File: src/rtl/chain_adc_port.sv
module chain_adc_port #(
  parameter int WIDTH       = 18,
  parameter int CONV_CYCLES = 20
) (
  input  logic             clk,
  input  logic             rst_n,
  input  logic             cnv,
  input  logic             sck,
  input  logic             sdi,
  input  logic [WIDTH-1:0] result,
  output logic             sdo
);

  localparam int CW = $clog2(CONV_CYCLES + 1);

  typedef enum logic [1:0] {ST_IDLE, ST_CONV, ST_FLAG, ST_SHIFT} phase_t;

  phase_t           st;
  logic             cnv_q, sck_q;
  logic [CW-1:0]    cnt;
  logic [WIDTH-1:0] shreg;

  wire cnv_rise = cnv & ~cnv_q;
  wire sck_fall = sck_q & ~sck;
  wire conv_end = (cnt == CW'(CONV_CYCLES - 1));

  always_ff @(posedge clk or negedge rst_n) begin
    if (!rst_n) begin
      st    <= ST_IDLE;
      cnv_q <= 1'b0;
      sck_q <= 1'b0;
      cnt   <= '0;
      shreg <= '0;
    end else begin
      cnv_q <= cnv;
      sck_q <= sck;
      if (!cnv) begin
        st <= ST_IDLE;
      end else begin
        case (st)
          ST_IDLE:
            if (cnv_rise && sck) begin
              st  <= ST_CONV;
              cnt <= '0;
            end
          ST_CONV:
            if (conv_end) begin
              st    <= ST_FLAG;
              shreg <= result;
            end else begin
              cnt <= cnt + 1'b1;
            end
          ST_FLAG:
            if (sck_fall) st <= ST_SHIFT;
          default:
            if (sck_fall) shreg <= {shreg[WIDTH-2:0], sdi};
        endcase
      end
    end
  end

  assign sdo = cnv & (((st == ST_FLAG) & sdi) | ((st == ST_SHIFT) & shreg[WIDTH-1]));

  assert_cnv_low_idle_R7: assert property (@(posedge clk) disable iff (!rst_n)
    !cnv |=> (st == ST_IDLE));

  assert_conv_holds_R2: assert property (@(posedge clk) disable iff (!rst_n)
    (st == ST_CONV && cnv && !conv_end) |=> (st == ST_CONV));

  assert_no_start_sck_low_R3: assert property (@(posedge clk) disable iff (!rst_n)
    (st == ST_IDLE && cnv_rise && !sck) |=> (st == ST_IDLE));

  assert_load_result_R5: assert property (@(posedge clk) disable iff (!rst_n)
    (st == ST_CONV && cnv && conv_end) |=> (st == ST_FLAG && shreg == $past(result)));

  assert_flag_waits_R4: assert property (@(posedge clk) disable iff (!rst_n)
    (st == ST_FLAG && cnv && !sck_fall) |=> (st == ST_FLAG));

  assert_shift_step_R6: assert property (@(posedge clk) disable iff (!rst_n)
    (st == ST_SHIFT && cnv && sck_fall) |=> (sdo == $past(shreg[WIDTH-2])));

endmodule

File: config.mk
export PLATFORM = sky130hd
export DESIGN_NAME = chain_adc_port
export DESIGN_NICKNAME = d
export VERILOG_FILES = /design/src/rtl/chain_adc_port.sv
export SDC_FILE = /design/constraint.sdc
export NUM_CORES = 1
export LEC_CHECK = 0
export CAP_MARGIN = 20
export CELL_PAD_IN_SITES_DETAIL_PLACEMENT = 2
export CELL_PAD_IN_SITES_GLOBAL_PLACEMENT = 2
export CORE_UTILIZATION = 36
export CTS_CLUSTER_SIZE = 25
export DETAILED_ROUTE_END_ITERATION = 10
export PLACE_DENSITY_LB_ADDON = 0.1
export SLEW_MARGIN = 10
export SYNTH_ARGS = -nofsm -noshare
export SYNTH_HDL_FRONTEND = slang
export SYNTH_SLANG_ARGS = --single-unit
File: constraint.sdc
create_clock -name clk -period 2.7 [get_ports clk]
set_input_delay 0.405 -clock clk [delete_from_list [all_inputs] [get_ports clk]]
set_output_delay 0.405 -clock clk [all_outputs]
set_load 0.01 [all_outputs]
## Word level (Yosys, flattened, before mapping)

Cells that the tools add are included.

| storage, ports and cells | value |
|---|---|
| bits in writable memories | 0 |
| input port bits | 23 |
| flip-flop bits (word level) | 27 |
| bits in read-only memories | 0 |
| latch bits | 0 |
| memories | 0 |

| operators by class | value |
|---|---|
| multiplexer cells | 11 |
| div/mod/pow operators | 0 |
| equality and inequality tests | 11 |
| multipliers | 0 |
| shift-type cells | 0 |
| bitwise operators | 9 |
| reduce and logical (&&, ||, !) cells | 8 |
| add/sub/neg operators | 1 |
| $lt $le $gt $ge | 0 |

Operators with widths:

| operator | number |
|---|---|
| $mux W18 | 2 |
| $pmux W18 S2 | 1 |
| $reduce_and A4 Y1 | 3 |
| $mux W5 | 2 |
| $pmux W5 S2 | 1 |
| $ne A3 B3 Y1 const B | 3 |
| $mux W2 | 4 |
| $ne A2 B2 Y1 const B | 3 |
| $pmux W2 S3 | 1 |
| $add A5 B1 Y5 const B | 1 |
| $and A1 B1 Y1 | 5 |
| $eq A5 B5 Y1 const B | 1 |
| $eq A2 B2 Y1 const B | 2 |
| $ne A4 B1 Y1 const B | 1 |
| $reduce_bool A2 Y1 | 2 |
| $not A1 Y1 | 3 |
| $eq A2 B1 Y1 const B | 1 |
| $logic_not A2 Y1 | 1 |
| $reduce_or A2 Y1 | 1 |
| $logic_and A1 B1 Y1 | 1 |
| $or A1 B1 Y1 | 1 |

## Logic depth before layout (Yosys ltp)

| logic depth | value |
|---|---|
| depth in word-level cells | 6 |
| mapped depth | 7 |

## Worst setup path after synthesis

No wires, ideal clock.

| path | value |
|---|---|
| kind | register to register |
| start | reg st[0] |
| end | reg cnt[3] |
| path slack | 1,119 ps |
| clock period less this slack | 1,581 ps |
| stages on the path, launching flop included | 7 |
| setup time | 69 ps |
| data arrival time | 1,512 ps |
| cells stage by stage | dfrtp_1 -> inv_1 -> ha_1 -> and3b_1 -> o21ai_2 -> or4_1 -> nand3_1 |

| between the ends | value |
|---|---|
| word-level cells in the longest chain between the ends | 3 |

Ends and longest elaborated chain:

| what | line | RTL |
|---|---|---|
| start, declared | 18 | `phase_t st;` |
| start signal, assigned | 29 | `st <= ST_IDLE;` |
| start signal, assigned | 38 | `st <= ST_IDLE;` |
| start signal, assigned | 43 | `st <= ST_CONV;` |
| $eq A2 B1 Y1 / $logic_not A2 Y1 (equally long branches) | 40 | `case (st)` |
| $ne A2 B2 Y1 (no source line) / $reduce_bool A2 Y1 (equally long branches) | -- |  |
| $reduce_and A4 Y1 (no source line) | -- |  |
| end signal, assigned | 51 | `cnt <= cnt + 1'b1;` |
| end, declared | 20 | `logic [CW-1:0] cnt;` |

Several ways; a longest one is shown, not always the timed one.
A chain may end at the register's enable or synchronous reset.

## Worst setup path after layout

| path | value |
|---|---|
| start | reg st[0] |
| end | out sdo |

| between the ends | value |
|---|---|
| word-level cells in the longest chain between the ends | 4 |

Ends and longest elaborated chain:

| what | line | RTL |
|---|---|---|
| $eq A2 B2 Y1 | 62 | `assign sdo = cnv & (((st == ST_FLAG) & sdi) \| ((st == ST_SHIFT) & shreg[WIDTH-1]));` |
| $and A1 B1 Y1 | 62 |  |
| $or A1 B1 Y1 (*) | 62 |  |
| $and A1 B1 Y1 (*) | 62 |  |
| end, declared | 11 | `output logic sdo` |

Mark *: on every way between the ends. The rest lies on a longest branch, timed or not.

==> results.md <==
- Status: finished, final reports clean
- Type of the worst setup path: reg -> out
- Layout cells sized above 1: 0.1455
- Final core utilization: 0.4532
- TNS Setup: 0 ps
- Initial core utilization: 0.3760
- First-pass DRT Iterations: 4
- Slowest stage delay, CP: 540 ps
- Initial antenna violation count: 0
- CTS tree: built
- Worst path arrival time: 1800 ps
- Crit path max-delay family: buffers and inverters
- Die W: 66.64 um
- CTS root buf: clkbuf_8
- Worst Path Required: ~2300 ps
- Finish-stage setup viols: 0
- Rows: 23
- Clock edge transition at the registers on the reported setup and hold paths: ~90 ps
- Crit. path cell count: 5
- Dpl hpwl: around 2700 um
- Fillers: 423
- Die area: between 4000 and 5000 um2
- Layout area overhead: 20.55%
- Largest net degree at the start of global routing: 28
- Placeable Area: 4000 um2
- CP bufs+invs: 2
- Distinct cells, synth: 31
- Crit Path Max Fanout: 5
- CTS Sinks: 27
- Global placement routability congestion: between 0.7 and 0.8
- Detailed Route WL: just under 4000 um
- Clk Latency, worst-skew pair: between 200 and 300 ps
- Synth Warn #: 0
- Worst Reg2Reg Path Length in Cells: 6
- Critical Path Source: st[0]$_DFFE_PN0P_
- Post-CTS setup buffer count: 0
- Max_cap viols: 0
- Drt first-iter violations: 28
- RSZ-0062 raised after global routing: no
- Leakage: a little over 0.0007 uW
- Clk_skew: approximately 4.4 ps
- Routed wire per std cell: 17.93 um
- Peak VDD IR: 304.4 uV
- IO Pins: 24
- Synth Cell Area: 1504 um2
- Worst R2R Setup Slack: 790 ps
- Slew margin rel.: 0.5710
- Slowest-stage cell, CP: clkdlybuf4s50_1
- Worst flop-to-flop path endpoint: cnt[2]$_DFFE_PN0P_
- Max-slew violation count: 0
- Switch share: 0.3791
- Crit. End Element: primary output
- Post-route antenna net violation count: 0
- Final worst-path cycle share: 0.8165
- Hold_buf cts: 0
- CP Launch Type: flop
- Sequential fraction of the synthesis area: 0.4493
- Post-Syn Instances: around 140
- Post-CTS resize count: 0
- Worst-margin pin slew: 640.4 ps
- First-pass GRT wire length: 6389 um
- Clock power frac: 0.149
- Hold Path Class: in -> async
- Diode count: 0
- Via-per-instance ratio: 5.865
- Final Hold Viols: 0
- Fmax: around 450 MHz
- Grt total ovfl: 0
- Drt drc: 0
- Vias in the first global route: 1,379
- Seq pwr share: 0.454
- RR Startpoint: cnt[0]$_DFFE_PN0P_
- CP Cell Sequence: inv_1, ha_1, a22oi_1, nor2b_1, clkdlybuf4s50_1
- Post-Syn Nets: 172
- Cell internal pwr: ~960 uW
- Fin crit period: about 2200 ps
- Syn Area/Cell: 10.44 um2
- Routed vias: approximately 1.3k
- Psw: between 500 and 600 uW
- Pwr per Cell Area: around 850 nW/um2
- GRT Overall Usage: 0.1936
- Depth of the CTS H-tree: 1
- Final #Nets: roughly 190
- Combinational Power Share: 0.397
- Die span in y: about 67 um
- CTS buffer count: 3
- CTS max path bufs: 2
- I/O Buffers: 23
- Flops & latches, synth: 27
- CP endpoint: sdo
## cell usage after synthesis, drive strengths merged
cell    count  area, um2
o22ai      35      281.5
nor3        1      5.000
nand3      10      55.05
nand2b      2      12.51
o311ai      1      8.760
nand2       7      26.28
and3b       1      8.760
a22oi       1      7.510
buf         8      60.05
a221oi      1      15.01
or4         3      22.52
a22o        1      8.760
inv         4      15.01
a41o        1      10.01
nor4bb      1      16.27
a21oi      22      113.9
o21ai       2      13.76
o211ai      1      21.27
ha          5      62.56
and2        1      6.260
a31o        1      8.760
nand3b      3      22.52
clkbuf      2      7.510
dfrtp      27      675.7
nor2b       3      18.77
## cell families after synthesis
| kind of cell | after synthesis | share of synthesized area |
|---|---|---|
| simple gates | 32 | 0.1290 |
| compound gates | 66 | 0.3253 |
| buf+inv | 14 | 0.05490 |
| flops | 27 | 0.4493 |
| fa+ha+maj | 5 | 0.04160 |
## cell type report
class,count,area (um2),area share
Tap cell,50,62.56,0.03451
Sequential cell,27,675.6,0.3727
Inverter,4,15.01,0.008282
Clock buffer,4,45.04,0.02484
Multi-Input combinational cell,103,754.5,0.4161
Timing Repair Buffer,27,260.3,0.1435
## per-stage QoR
| stage | hold slack (ps) | std cells | setup slack, ps | total power (uW) | area, um2 |
|---|---|---|---|---|---|
| 3_3_place_gp | 523.2 | 211 | 549.9 | 1277 | 1768 |
| 4_1_cts | 523.7 | 215 | 455.8 | 1578 | 1813 |
| 3_5_place_dp | 536.9 | 211 | 530.6 | 1338 | 1768 |
| 6_report | 511.7 | 215 | 495.5 | 1547 | 1813 |
| 2_1_floorplan | 109.4 | 144 | 1119 | 1132 | 1504 |
| 5_1_grt | 536.9 | 215 | 383.0 | 1667 | 1813 |
## worst reg2reg max path, stage by stage, from the launching register on
cell,delay [ps]
dfrtp_1,430
ha_1,250
nor4bb_4,330
buf_4,380
nand3b_1,160
o22ai_1,70
a22o_1,200
## state kept, by name, indices dropped and copies added, names as in the netlist
signal  count
cnv_q       1
sck_q       1
shreg      18
cnt         5
st          2
## per-layer routing
metal	track usage	wire (um)
met5	0	0
met4	0.07979	63
met3	0.01541	109
met2	0.3460	1929
met1	0.2364	1753
## power groups by stage
stage          sequential (uW)  clock, uW  combinational, uW
2_1_floorplan              661          0                471
3_3_place_gp               696          0                581
3_5_place_dp               713          0                625
4_1_cts                    705        246                627
5_1_grt                    726        254                688
6_report                   702        231                614
## cell usage in the layout, fill, tap and decap left out, types with 2 or more instances in the layout
cell	Yosys	final
or4_1	3	3
a21oi_1	21	21
nand3_1	9	9
dfrtp_1	27	27
nand3b_1	3	3
inv_1	4	4
clkbuf_8	0	3
nor2b_1	3	3
ha_1	5	5
nand2b_1	2	2
clkdlybuf4s50_1	0	23
buf_4	3	4
o22ai_1	25	25
nand2_1	7	7
o22ai_2	10	10
## worst min path at each step
stage / cells after the start / slack [ps] / to
after CTS: 2 / 520 / shreg[7]$_DFFE_PN0P_
after global routing: 2 / 540 / shreg[4]$_DFFE_PN0P_
after global placement: 2 / 520 / shreg[5]$_DFFE_PN0P_
after detailed placement: 2 / 540 / shreg[5]$_DFFE_PN0P_
final: 2 / 510 / shreg[9]$_DFFE_PN0P_
after floorplan: 0 / 110 / cnt[0]$_DFFE_PN0P_
No activity file was read; power rests on OpenSTA's default activity.
